<file path="src/rtl/spi_probe_pkg.sv">
package spi_probe_pkg;

  // Strobes issued by the sequencer to the shift/count datapath
  typedef struct packed {
    logic loadCmd;     // start of probe: command byte, clear counters and result
    logic divRestart;  // reload the half-period counter
    logic sampleMiso;  // SCK rising edge: shift MISO in
    logic shiftOut;    // SCK falling edge inside a byte: next MOSI bit
    logic nextByte;    // byte boundary: load a zero byte, advance byte index
    logic latchWidth;  // detection: capture width code
    logic latchError;  // limit reached with no data
  } probeStrobes_t;

  typedef enum logic [2:0] {
    PS_IDLE,
    PS_LEAD,
    PS_HIGH,
    PS_LOW,
    PS_TRAIL,
    PS_FINISH
  } probeState_t;

endpackage

</file>
<file path="src/rtl/probeDatapath.sv">
module probeDatapath
  import spi_probe_pkg::*;
#(
  parameter int DIV_W          = 8,
  parameter int HALF_DIV       = 'h85,
  parameter int MAX_ADDR_BYTES = 4,
  parameter logic [7:0] READ_CMD = 8'h03,
  parameter int IDX_W          = 3,
  parameter int CODE_W         = 2
) (
  input  logic              clk,
  input  logic              rstN,
  input  probeStrobes_t     strobes,
  input  logic              spiMiso,
  output logic              tick,
  output logic              lastBit,
  output logic              rxIdle,
  output logic              inspectByte,
  output logic              finalByte,
  output logic              spiMosi,
  output logic [CODE_W-1:0] widthCode,
  output logic              error
);

  localparam int BYTE_W      = 8;
  localparam int BIT_W       = $clog2(BYTE_W);
  localparam int FIRST_CHECK = 2;
  localparam int LAST_IDX    = MAX_ADDR_BYTES + 1;
  localparam logic [DIV_W-1:0]  DIV_LOAD  = DIV_W'(HALF_DIV);
  localparam logic [BYTE_W-1:0] FILL_BYTE = '0;
  localparam logic [BYTE_W-1:0] IDLE_BUS  = '1;

  logic [DIV_W-1:0]  divCnt;
  logic [BYTE_W-1:0] txShift;
  logic [BYTE_W-1:0] rxShift;
  logic [BIT_W-1:0]  bitCnt;
  logic [IDX_W-1:0]  byteIdx;
  logic [CODE_W-1:0] widthReg;
  logic              errReg;

  // Half-period timer shared by every SCK phase and the select guard gaps
  always_ff @(posedge clk or negedge rstN) begin
    if (!rstN)                   divCnt <= DIV_LOAD;
    else if (strobes.divRestart) divCnt <= DIV_LOAD;
    else if (divCnt != '0)       divCnt <= divCnt - 1'b1;
  end

  assign tick = (divCnt == '0);

  // Transmit shifter: command first, zero fill afterwards
  always_ff @(posedge clk or negedge rstN) begin
    if (!rstN)                 txShift <= '0;
    else if (strobes.loadCmd)  txShift <= READ_CMD;
    else if (strobes.nextByte) txShift <= FILL_BYTE;
    else if (strobes.shiftOut) txShift <= {txShift[BYTE_W-2:0], 1'b0};
  end

  assign spiMosi = txShift[BYTE_W-1];

  // Receive shifter, MSB first
  always_ff @(posedge clk or negedge rstN) begin
    if (!rstN)                   rxShift <= '0;
    else if (strobes.sampleMiso) rxShift <= {rxShift[BYTE_W-2:0], spiMiso};
  end

  assign rxIdle = (rxShift == IDLE_BUS);

  // Bit and byte position
  always_ff @(posedge clk or negedge rstN) begin
    if (!rstN) begin
      bitCnt  <= '0;
      byteIdx <= '0;
    end else if (strobes.loadCmd) begin
      bitCnt  <= '0;
      byteIdx <= '0;
    end else if (strobes.nextByte) begin
      bitCnt  <= '0;
      byteIdx <= byteIdx + 1'b1;
    end else if (strobes.shiftOut) begin
      bitCnt  <= bitCnt + 1'b1;
    end
  end

  assign lastBit     = (bitCnt == BIT_W'(BYTE_W - 1));
  assign inspectByte = (byteIdx >= IDX_W'(FIRST_CHECK));
  assign finalByte   = (byteIdx == IDX_W'(LAST_IDX));

  // Result registers, held until the next probe starts
  always_ff @(posedge clk or negedge rstN) begin
    if (!rstN) begin
      widthReg <= '0;
      errReg   <= 1'b0;
    end else if (strobes.loadCmd) begin
      widthReg <= '0;
      errReg   <= 1'b0;
    end else if (strobes.latchWidth) begin
      widthReg <= CODE_W'(byteIdx - IDX_W'(FIRST_CHECK));
      errReg   <= 1'b0;
    end else if (strobes.latchError) begin
      widthReg <= '0;
      errReg   <= 1'b1;
    end
  end

  assign widthCode = widthReg;
  assign error     = errReg;

endmodule

</file>
<file path="src/rtl/probeCtrl.sv">
module probeCtrl
  import spi_probe_pkg::*;
(
  input  logic          clk,
  input  logic          rstN,
  input  logic          start,
  input  logic          tick,
  input  logic          lastBit,
  input  logic          rxIdle,
  input  logic          inspectByte,
  input  logic          finalByte,
  output probeStrobes_t strobes,
  output logic          spiCsN,
  output logic          spiSck,
  output logic          busy,
  output logic          done
);

  probeState_t state, nextState;

  always_ff @(posedge clk or negedge rstN) begin
    if (!rstN) state <= PS_IDLE;
    else       state <= nextState;
  end

  always_comb begin
    nextState = state;
    strobes   = '0;
    unique case (state)
      PS_IDLE: begin
        if (start) begin
          strobes.loadCmd    = 1'b1;
          strobes.divRestart = 1'b1;
          nextState          = PS_LEAD;
        end
      end
      PS_LEAD, PS_LOW: begin
        if (tick) begin
          strobes.sampleMiso = 1'b1;
          strobes.divRestart = 1'b1;
          nextState          = PS_HIGH;
        end
      end
      PS_HIGH: begin
        if (tick) begin
          strobes.divRestart = 1'b1;
          if (!lastBit) begin
            strobes.shiftOut = 1'b1;
            nextState        = PS_LOW;
          end else if (inspectByte && !rxIdle) begin
            strobes.latchWidth = 1'b1;
            nextState          = PS_TRAIL;
          end else if (finalByte) begin
            strobes.latchError = 1'b1;
            nextState          = PS_TRAIL;
          end else begin
            strobes.nextByte = 1'b1;
            nextState        = PS_LOW;
          end
        end
      end
      PS_TRAIL: begin
        if (tick) nextState = PS_FINISH;
      end
      PS_FINISH: nextState = PS_IDLE;
      default:   nextState = PS_IDLE;
    endcase
  end

  assign spiCsN = (state == PS_IDLE) || (state == PS_FINISH);
  assign spiSck = (state == PS_HIGH);
  assign busy   = (state != PS_IDLE);
  assign done   = (state == PS_FINISH);

endmodule

</file>
<file path="src/rtl/spiWidthProbe.sv">
module spiWidthProbe
  import spi_probe_pkg::*;
#(
  parameter int DIV_W          = 8,
  parameter int HALF_DIV       = 'h85,
  parameter int MAX_ADDR_BYTES = 4,
  parameter logic [7:0] READ_CMD = 8'h03,
  localparam int CODE_W        = $clog2(MAX_ADDR_BYTES)
) (
  input  logic              clk,
  input  logic              rstN,
  input  logic              start,
  output logic              spiCsN,
  output logic              spiSck,
  output logic              spiMosi,
  input  logic              spiMiso,
  output logic              busy,
  output logic              done,
  output logic              error,
  output logic [CODE_W-1:0] widthCode
);

  localparam int IDX_W = $clog2(MAX_ADDR_BYTES + 2);

  probeStrobes_t strobes;
  logic tick, lastBit, rxIdle, inspectByte, finalByte;

  probeCtrl i_probeCtrl (
    .clk         (clk),
    .rstN        (rstN),
    .start       (start),
    .tick        (tick),
    .lastBit     (lastBit),
    .rxIdle      (rxIdle),
    .inspectByte (inspectByte),
    .finalByte   (finalByte),
    .strobes     (strobes),
    .spiCsN      (spiCsN),
    .spiSck      (spiSck),
    .busy        (busy),
    .done        (done)
  );

  probeDatapath #(
    .DIV_W          (DIV_W),
    .HALF_DIV       (HALF_DIV),
    .MAX_ADDR_BYTES (MAX_ADDR_BYTES),
    .READ_CMD       (READ_CMD),
    .IDX_W          (IDX_W),
    .CODE_W         (CODE_W)
  ) i_probeDatapath (
    .clk         (clk),
    .rstN        (rstN),
    .strobes     (strobes),
    .spiMiso     (spiMiso),
    .tick        (tick),
    .lastBit     (lastBit),
    .rxIdle      (rxIdle),
    .inspectByte (inspectByte),
    .finalByte   (finalByte),
    .spiMosi     (spiMosi),
    .widthCode   (widthCode),
    .error       (error)
  );

endmodule

</file>
<file path="config.mk">
export PLATFORM = sky130hd
export DESIGN_NAME = spiWidthProbe
export DESIGN_NICKNAME = d
export VERILOG_FILES = /design/src/rtl/spi_probe_pkg.sv /design/src/rtl/probeDatapath.sv /design/src/rtl/probeCtrl.sv /design/src/rtl/spiWidthProbe.sv
export SDC_FILE = /design/constraint.sdc
export NUM_CORES = 1
export LEC_CHECK = 0
export ABC_CLOCK_PERIOD_IN_PS = 4780
export BUFFER_PORTS_ARGS = -buffer_cell sky130_fd_sc_hd__buf_2
export CAP_MARGIN = 10
export CORE_ASPECT_RATIO = 1.5
export CORE_UTILIZATION = 25
export DETAILED_ROUTE_END_ITERATION = 10
export PLACE_DENSITY = 0.39
export SYNTH_ARGS = -nofsm -noshare
export SYNTH_HDL_FRONTEND = slang
export SYNTH_HIERARCHICAL = 1
export SYNTH_SLANG_ARGS = --single-unit
</file>
<file path="constraint.sdc">
create_clock -name clk -period 4.78 [get_ports clk]
set_input_delay 0.239 -clock clk [delete_from_list [all_inputs] [get_ports clk]]
set_output_delay 0.239 -clock clk [all_outputs]
set_load 0.01 [all_outputs]
</file>
==> results of run 1 <==
## logic make-up after synthesis
family	after synthesis	share of synthesized area, %
simple gates	61	18.2
flops	36	50.5
compound gates	30	11.2
mux	18	10.7
buf+inv	16	3.70
fa+ha+maj	6	4.19
xor+xnor	3	1.47
## placed cells by master (no fill, tap or decap), drive strengths merged, types with 2 or more instances in the layout
| master | instances |
|---|---|
| inv | 7 |
| or4 | 2 |
| o31ai | 3 |
| nand2 | 7 |
| or3 | 3 |
| buf | 11 |
| dfstp | 3 |
| a22oi | 2 |
| mux2 | 9 |
| mux2i | 9 |
| ha | 6 |
| nor2 | 28 |
| nor4 | 2 |
| or2 | 2 |
| nor3b | 4 |
| clkbuf | 6 |
| o211ai | 2 |
| a21oi | 8 |
| dfrtp | 33 |
| xnor2 | 2 |
| o21ai | 7 |
| nor3 | 4 |
| nand4 | 2 |
## metrics by stage
step	hold WS [ns]	setup slack (ns)	instances	power, mW	util (%)
2_1_floorplan	-0.0566	2.36	170	0.333	-
3_3_place_gp	0.384	1.71	250	0.345	27.6
3_5_place_dp	0.373	1.65	250	0.346	27.6
4_1_cts	0.0659	1.63	257	0.549	28.7
5_1_grt	0.0940	1.33	257	0.569	28.7
6_report	0.0394	1.64	257	0.537	28.7
## layout make-up
type                    count  area [um^2]  area share [%]
clock buffers               6         72.6            3.66
well taps                  78         97.6            4.93
clock inverters             1         5.00           0.253
repair buffers             11         55.1            2.78
flip-flops and latches     36          905            45.7
inverters                   7         26.3            1.33
multi-input cells         118          820            41.4
## routing by layer
layer	share of wire (%)	vias to the layer above	global-route usage, %
met1	41	595	9.78
met2	53	19	18.3
li1	-	610	-
met3	2.5	11	2.58
met4	3.2	0	6.57
met5	0	-	0
## worst min-delay path by stage
stage	startpoint	to	cells after the start
3_5_place_dp	rstN	i_probeDatapath/divCnt[6]	1
6_report	rstN	i_probeDatapath/divCnt[6]	1
3_3_place_gp	rstN	i_probeDatapath/divCnt[6]	1
4_1_cts	rstN	i_probeDatapath/divCnt[6]	1
5_1_grt	rstN	i_probeDatapath/divCnt[6]	1
2_1_floorplan	rstN	i_probeCtrl/state[0]	0
## critical path: stages, from the launching register on
cell     delay, ns
dfrtp_1       0.42
inv_1         0.07
ha_1          0.16
or3b_1        0.48
nor2_1        0.53
nand2_1       0.15
nor2_1        0.81
nor3b_1       0.09
or2_2         0.31
## flip-flops by register name, indices dropped and copies added (netlist names)
name and count:
i_probeDatapath/divCnt 8, i_probeDatapath/rxShift 8, i_probeDatapath/txShift 8, i_probeCtrl/state 3, i_probeDatapath/bitCnt 3, i_probeDatapath/byteIdx 3
i_probeDatapath/widthCode 2, i_probeDatapath/error 1
## power by group through the flow
stage	clock network [mW]	logic, mW	registers (mW)
final	0.198	0.0231	0.316
after global routing	0.225	0.0272	0.317
after CTS	0.209	0.0242	0.316
after detailed placement	0	0.0241	0.322
after global placement	0	0.0236	0.322
after floorplan	0	0.0114	0.322
==> metrics.cfg, run 1 <==
[outcome]
status=complete, no violations

[global_route]
grt_max_degree=37
antenna_found_initial=0
overflow=0
first_global_vias=1270
grt_usage_pct=10.1
grt_pass1_wl_mm=5.77

[die]
start_util_pct=26.0
fp.coreArea_um2=6900
die_y_um=106
die_w_um=71.1
fp.dieArea_um2=7510
num_rows=37
io_pins=12

[worst_setup_path]
critical_path.endpoint=i_probeDatapath/txShift[0]
crit_start=i_probeDatapath/divCnt[1]
r2r_cells=8
r2r_start=i_probeDatapath/divCnt[1]
crit_type=reg2reg
crit_required_ns=4.94
rrSetupSlack_ns=1.64
cp_max_fo=11
timing.rr.end=i_probeDatapath/txShift[0]
crit_arrival_ns=3.30
start_kind=register
endpoint_kind=register

[routing]
first_pass_iters=6
wirelength_mm=3.45
avgViaCountPerCell=4.81
wl_per_cell_um=13.4
remaining_drc_errors=0
num_vias=1235
drtIter0Drc=57
final_antenna_net_count=0

[pwr]
cellPowerDensity_nw_per_um2=271
p_comb_share_pct=4.3
pwr-share-seq_pct=58.8
switching_share_pct=22.0
cellInternalPower_mw=0.419
p_clk_share_pct=36.9
switching_power_mw=0.118
peakVddDrop_v=0.000141
p_leak_nw=0.828

[yosys]
synthTopCellsByCount=33 x dfrtp_1, 28 x nor2_1, 9 x mux2_2, 9 x mux2i_1, 8 x a21oi_1
synth_most_common_cell=dfrtp_1
yosysTopAreaCell=dfrtp_1
netlist_area_um2=1790
synthCells=170
yosys_warnings=6
ys_seq_elements=36
synth_fp_nets=180
synthFlopType=dfrtp_1
syn_avg_cell_area_um2=10.5
synth_area_leaders=dfrtp_1 46%, nor2_1 5.9%, mux2_2 5.7%
synth-async-reset-ratio_pct=100
ys_seq_area_share_pct=50.5
synth.distinct_cells=42
synth_top_area_share_pct=46.1
synth_edf_count=0

[clock_network]
post_cts_buffers=0
clock_latency_ns=0.28
clkSinkCount=36
cts_made_buffers=5
clkTransAtPathRegs_ns=0.07
cts_tree=built
cts-root-buf=clkbuf_8
htree_levels=2
cts_buffer_depth=2
ctsResizeCount=0
hold_buffers=0

[final_layout]
fillers=716
antenna_cells=0
fin_nets=189
final_area_um2=1980
area_growth_pct=10.6
layout-drive-gt1-share_pct=20.7

[min_path]
worst_hold_path_type=in2async

[timing]
finalSetupTns_ns=0
rsz0062_at_grt=no
worstMarginPinSlew_ns=1.03
setup_violations=0
final_hold_viol_count=0
period_share_pct=65.7
drv_slew=0
period_needed_ns=3.14
fin_skew_ns=0.00251
max_freq_mhz=318
slew_headroom_pct=31.2

[placed_design]
numPortBuffers=11
placed_area_um2=1900
gp_congestion=0.797
place_hpwl_mm=2.53

[run]
drv_cap=0

Power figures use the tool's default switching activity.
==> inputs of run 2 (changes only) <==
Settings changed: ABC_CLOCK_PERIOD_IN_PS 4780 to 3000.
Clock period 4.78 ns to 3 ns, I/O delays scaled along.
==> run 2 against run 1 <==
Net effect:
- flip-flop and latch count stayed put
- final cell count is 2.3% higher
- register-to-register slack worse by 1.2 ns
- power is 66% higher
- die area stayed put
- critical path depth is 1 higher
- global-route usage is 0.36 points higher
- combinational power is 65% higher
- sequential power is 59% higher
- utilization is 0.82 points higher
- design area is 2.8% higher
- hold slack better by 0.060 ns
- highest routed layer unchanged
==> metrics.cfg, run 2 (same netlist as run 1, synthesis figures left out) <==
[placed_design]
place_hpwl_mm=2.57  ; +1.8%
place_ws_ns=0.456  ; -1.19 ns
numPortBuffers=11  ; unchanged
gp_congestion=0.779  ; -2.2%

[die]
start_util_pct=26.0  ; unchanged
fp.coreArea_um2=6900  ; unchanged
fp.dieArea_um2=7510  ; unchanged
num_rows=37  ; unchanged
io_pins=12  ; unchanged
die_y_um=106  ; unchanged
die_w_um=71.1  ; unchanged

[clock_network]
cts-root-buf=clkbuf_8
cts_tree=built
ctsResizeCount=0  ; unchanged
clock_latency_ns=0.29  ; about the same
htree_levels=2  ; unchanged
clkTransAtPathRegs_ns=0.07  ; about the same
cts_made_buffers=5  ; unchanged
cts_buffer_depth=2  ; unchanged
clkSinkCount=36  ; unchanged

[final_layout]
area_growth_pct=13.8
final_common_cell=dfrtp_1
antenna_cells=0  ; unchanged
top_regs=i_probeDatapath/divCnt x8, i_probeDatapath/rxShift x8, i_probeDatapath/txShift x8
layout-drive-gt1-share_pct=22.7  ; +2.0 points
mostFrequentLayoutCells=33 x dfrtp_1, 28 x nor2_1, 11 x buf_2
post-route-util_pct=29.5  ; +0.82 points
fin_nets=194  ; +2.6%

[routing]
remaining_drc_errors=0  ; unchanged
wl_per_cell_um=13.0  ; -3.0%
wirelength_mm=3.42  ; -0.70%
first_pass_iters=6  ; unchanged
avgViaCountPerCell=4.71  ; -2.0%
num_vias=1239  ; +0.32%
drtIter0Drc=68  ; +19%
final_antenna_net_count=0  ; unchanged

[worst_setup_path]
crit_required_ns=3.17  ; -1.77 ns
crit_type=reg2reg
crit_slowest_cell=or3b_1
crit_arrival_ns=2.71  ; -0.59 ns
slowest_delay_ns=0.48  ; -0.33 ns
timing.rr.end=i_probeDatapath/rxShift[2]
cp_max_fo=8  ; -3
crit_family=simple AND/OR/NAND/NOR gates
start_kind=register
crit_cells=9  ; +1
path_buf_inv=3  ; +2
critical_path.endpoint=i_probeDatapath/rxShift[2]
r2r_start=i_probeDatapath/divCnt[1]
crit_start=i_probeDatapath/divCnt[1]
rrSetupSlack_ns=0.46  ; -1.18 ns
crit_path_cell_trace=inv_1, ha_1, or3b_1, nor2_1, buf_4, nand2_1, nor2_1, buf_4, mux2_2
endpoint_kind=register
r2r_cells=9  ; +1

[timing]
final_hold_viol_count=0  ; unchanged
finalSetupTns_ns=0  ; unchanged
rsz0062_at_grt=no
fin_skew_ns=0.00425  ; +0.00174 ns
drv_slew=0  ; unchanged
setup_violations=0  ; unchanged
period_needed_ns=2.54  ; -0.597 ns
worstMarginPinSlew_ns=0.793  ; -0.235 ns
period_share_pct=84.8  ; +19 points
max_freq_mhz=393  ; +23%
slew_headroom_pct=47.1  ; +16 points
holdWs_ns=0.0990  ; +0.0596 ns
setup_slack_ns=0.457  ; -1.18 ns

[run]
drv_cap=0  ; unchanged

[global_route]
first_global_vias=1321  ; +4.0%
overflow=0  ; unchanged
grt_max_degree=37  ; unchanged
grt_pass1_wl_mm=5.94  ; +3.0%
antenna_found_initial=0  ; unchanged
grt_usage_pct=10.4  ; +0.36 points

[min_path]
hold_depth=2
worst_hold_path_type=in2reg

[pwr]
cellPowerDensity_nw_per_um2=438  ; +61%
p_leak_nw=0.857  ; +3.6%
peakVddDrop_v=0.000220  ; +56%

[outcome]
status=complete, no violations

## run 2: changes by cell type in the layout (fill, tap and decap cells not counted)
cell	change
clkbuf_8	+1
buf_4	+4
dlygate4sd3_1	+1
clkinv_2	-1
clkinvlp_4	+1
## run 2: worst reg2reg max path: stages (launching register included)
cell and delay, ns:
dfrtp_1 0.43, inv_1 0.08, ha_1 0.17, or3b_1 0.48
nor2_1 0.33, buf_4 0.21, nand2_1 0.07, nor2_1 0.14
buf_4 0.19, mux2_2 0.34
## run 2: how the worst min path moves through the flow
stage	start	to	slack, ns
2_1_floorplan	rstN	i_probeCtrl/state[0]	-0.15
5_1_grt	spiMiso	i_probeDatapath/rxShift[0]	0.09
3_3_place_gp	rstN	i_probeDatapath/divCnt[5]	0.29
6_report	spiMiso	i_probeDatapath/rxShift[0]	0.1
3_5_place_dp	rstN	i_probeDatapath/divCnt[5]	0.29
4_1_cts	spiMiso	i_probeDatapath/rxShift[0]	0.09
## run 2: what timing repair did
| item | in CTS | in global routing |
|---|---|---|
| endpoints found under the setup margin | 0 | 0 |
| endpoints found under the hold margin | 33 | 0 |
| hold buffers | 1 | 0 |
| buffers inserted | 0 | 0 |
## run 2: report_power, final
group	total [mW]	internal [mW]	switching, mW
Combinational	0.0382	0.0150	0.0232
Clock	0.351	0.186	0.165
Sequential	0.503	0.497	0.00684
Total	0.893	0.698	0.195
## run 2: routing by layer
metal | vias up | global-route usage [%] | wire, um
met5 | - | 0 | 0
met4 | 0 | 5.71 | 89
met3 | 9 | 2.29 | 75
met2 | 14 | 20.1 | 1920
met1 | 592 | 9.84 | 1340
li1 | 624 | - | -
## run 2: final cells by class
type,instances,area [um^2]
tap,78,97.6
multi-input combinational,118,820
fill,698,4860
sequential,36,905
inverter,7,26.3
clock inverter,1,7.51
timing repair buffer,16,95.1
clock buffer,7,86.3
## run 2: through the flow
stage          std cells  cell area [um^2]  power [mW]
2_1_floorplan        170              1790       0.531
3_3_place_gp         254              1930       0.550
3_5_place_dp         254              1930       0.551
4_1_cts              263              2040       0.915
5_1_grt              263              2040       0.945
6_report             263              2040       0.893
==> inputs of run 3 (changes only) <==
Settings changed: ABC_AREA set to 1, ABC_CLOCK_PERIOD_IN_PS 3000 to 2290, PLACE_DENSITY 0.39 to 0.4.
Clock period 3 ns to 2.29 ns, I/O delays scaled along.
==> run 3 against run 2 <==
Net effect:
- global-route usage up 1.3 points
- largest power group unchanged
- largest cell class unchanged
- sequential power up 26%
- sequential share of layout area down 3.6 points
==> metrics.cfg, run 3 <==
[timing]
period_share_pct=90.6  ; +5.8 points
period_needed_ns=2.07  ; -0.470 ns
worstMarginPinSlew_ns=0.817  ; +0.0243 ns
rsz0062_at_grt=no
slew_headroom_pct=45.5  ; -1.6 points
drv_slew=0  ; unchanged
final_hold_viol_count=0  ; unchanged
fin_skew_ns=0.00431  ; +0.0000518 ns
setup_violations=0  ; unchanged
finalSetupTns_ns=0  ; unchanged
max_freq_mhz=482  ; +23%
setup_slack_ns=0.216  ; -0.240 ns

[routing]
first_pass_iters=4  ; -2
wirelength_mm=4.03  ; +18%
remaining_drc_errors=0  ; unchanged
num_vias=1477  ; +19%
wl_per_cell_um=11.6  ; -11%
final_antenna_net_count=0  ; unchanged
avgViaCountPerCell=4.27  ; -9.4%
drtIter0Drc=20  ; -71%

[yosys]
synth_xor_area_share_pct=0.922  ; -0.55 points
synth_fa_ha_area_share_pct=3.95  ; -0.24 points
netlist_area_um2=1900  ; +6.1%
synth_fp_nets=233  ; +29%
synth_top_family_by_area=simple AND/OR/NAND/NOR gates
synthFlopType=dfrtp_1
ys_seq_elements=36  ; unchanged
synth_most_common_cell=nand2_1
yosys_warnings=6  ; unchanged
synth-simple-area-share_pct=29.0  ; +11 points
synth_edf_count=0  ; unchanged
ys_seq_area_share_pct=47.6  ; -2.9 points
synthTopCellsByCount=44 x nand2_1, 33 x dfrtp_1, 23 x inv_1, 19 x nor2_1, 14 x nand3_1
synthCells=223  ; +31%
synth.mux.area_fraction_pct=1.18  ; -9.5 points
synth_top_area_share_pct=43.4  ; -2.7 points
yosysTopAreaCell=dfrtp_1
synth_compound_area_share_pct=10.3  ; -0.91 points
synth-async-reset-ratio_pct=100  ; unchanged
synth_area_leaders=dfrtp_1 43%, nand2_1 8.7%, inv_1 4.5%
synth.distinct_cells=29  ; -31%
syn_avg_cell_area_um2=8.52  ; -19%

[worst_setup_path]
start_kind=register
slowest_delay_ns=0.37  ; -0.11 ns
crit_required_ns=2.46  ; -0.71 ns
crit_slowest_cell=dfstp_2
path_buf_inv=2  ; -1
crit_family=simple AND/OR/NAND/NOR gates
crit_path_cell_trace=inv_1, ha_1, nand3_1, nor2_4, nand2_1, nor4_2, clkinv_1, a31oi_1, o31ai_1
crit_arrival_ns=2.24  ; -0.47 ns
cp_max_fo=10  ; +2
crit_type=reg2reg
endpoint_kind=register

[final_layout]
fin_nets=255  ; +31%
layout-drive-gt1-share_pct=25.2  ; +2.5 points
post-route-util_pct=30.4  ; +0.91 points
fillers=792  ; +13%
register_area_um2=905  ; unchanged
top_regs=i_probeDatapath/divCnt x8, i_probeDatapath/rxShift x8, i_probeDatapath/txShift x8
antenna_cells=0  ; unchanged
multi_input_area_um2=868  ; +6.0%
mostFrequentLayoutCells=44 x nand2_1, 33 x dfrtp_1, 23 x inv_1
final_common_cell=nand2_1
area_growth_pct=16.5

[outcome]
status=complete, no violations

[pwr]
total_power_mw=1.12  ; +25%
cellInternalPower_mw=0.884  ; +27%
p_leak_nw=1.04  ; +21%
p_clk_share_pct=41.7  ; +2.4 points
switching_power_mw=0.235  ; +21%
switching_share_pct=21.0  ; -0.81 points
peakVddDrop_v=0.000206  ; -6.5%
cellPowerDensity_nw_per_um2=505  ; +15%
p_comb_share_pct=1.5  ; -2.8 points
pwr-share-seq_pct=56.8  ; +0.4 points

[global_route]
grt_max_degree=37  ; unchanged
antenna_found_initial=0  ; unchanged
grt_pass1_wl_mm=6.96  ; +17%
grtUsageMet2_pct=22.2  ; +2.1 points
use_met1_pct=11.7  ; +1.8 points
grt.busiest_layer=met2
gr-usage-met3_pct=2.50  ; +0.20 points
grt_usage_pct=11.7  ; +1.3 points
overflow=0  ; unchanged
first_global_vias=1549  ; +17%

[placed_design]
place_ws_ns=0.197  ; -0.259 ns
numPortBuffers=11  ; unchanged
gp_congestion=0.718  ; -7.8%
place_hpwl_mm=3.08  ; +20%

[die]
num_rows=38  ; +2.7%
io_pins=12  ; unchanged
start_util_pct=26.1  ; +0.17 points
fp.dieArea_um2=7960  ; +6.0%
fp.coreArea_um2=7270  ; +5.5%
die_w_um=73.2  ; +2.9%
die_y_um=109  ; +3.0%

[clock_network]
clkSinkCount=36  ; unchanged
cts_tree=built
cts_buffer_depth=2  ; unchanged
htree_levels=2  ; unchanged
cts_made_buffers=5  ; unchanged
post_cts_buffers=0  ; unchanged
cts-root-buf=clkbuf_8
ctsResizeCount=0  ; unchanged
clock_latency_ns=0.29  ; about the same
clkTransAtPathRegs_ns=0.07  ; about the same
hold_buffers=1  ; unchanged

[min_path]
worst_hold_path_type=in2reg

[run]
drv_cap=0  ; unchanged

## run 3: cell count changes after synthesis, moves of 7 or more
cell | before | now
mux2i_1 | 9 | 0
inv_2 | 0 | 9
inv_1 | 7 | 23
nor2_2 | 0 | 7
nand2_2 | 0 | 9
nand3_1 | 0 | 14
nor2_1 | 28 | 19
nand2_1 | 7 | 44
mux2_2 | 9 | 2
## run 3: final timing paths
kind,from,end,slack [ns],cells after the start
worst min-delay path,spiMiso,i_probeDatapath/rxShift[0],0.07,2
worst max register to register,i_probeDatapath/divCnt[0],i_probeDatapath/txShift[1],0.22,9
worst min register to register,i_probeDatapath/divCnt[0],i_probeDatapath/divCnt[0],0.47,2
min in group asynchronous,rstN,i_probeDatapath/divCnt[4],0.46,2
max in group asynchronous,rstN,i_probeDatapath/txShift[1],1.31,2
worst max-delay path,i_probeDatapath/divCnt[0],i_probeDatapath/txShift[1],0.22,9
## run 3: routing by layer
| metal | wire length (um) | up-vias | share of wire [%] |
|---|---|---|---|
| li1 | - | 759 | - |
| met1 | 1580 | 693 | 39 |
| met2 | 2240 | 17 | 56 |
| met3 | 104 | 8 | 2.6 |
| met4 | 99 | 0 | 2.5 |
| met5 | 0 | - | 0 |
## run 3: cell families after synthesis
| family | count (synthesis) |
|---|---|
| and+or+nand+nor | 107 |
| DFF | 36 |
| AOI/OAI and AO/OA | 35 |
| buffers and inverters | 35 |
| adders and majority gates | 6 |
| xor gates and xnor gates | 2 |
| muxes | 2 |
## run 3: area by class of cell
class,instances,share of cell area (%)
clock buffer,8,4.07
inverter,33,5.59
multi-input combinational,152,39.2
sequential,36,40.8
tap,100,5.65
timing repair buffer,17,4.63
## run 3: power groups by stage
stage | logic [mW] | registers (mW) | clock network, mW
after floorplan | 0.0000162 | 0.648 | 0
after global placement | 0.0172 | 0.648 | 0
after detailed placement | 0.0169 | 0.648 | 0
after CTS | 0.0181 | 0.635 | 0.493
after global routing | 0.0199 | 0.635 | 0.514
final | 0.0164 | 0.636 | 0.467
## run 3: metrics by stage
| stage | instances | hold WS, ns | instance area (um^2) |
|---|---|---|---|
| floorplan | 223 | -0.181 | 1900 |
| global placement | 337 | 0.282 | 2110 |
| detailed placement | 337 | 0.275 | 2110 |
| CTS | 346 | 0.0601 | 2210 |
| global route | 346 | 0.0601 | 2210 |
| finish | 346 | 0.0652 | 2210 |
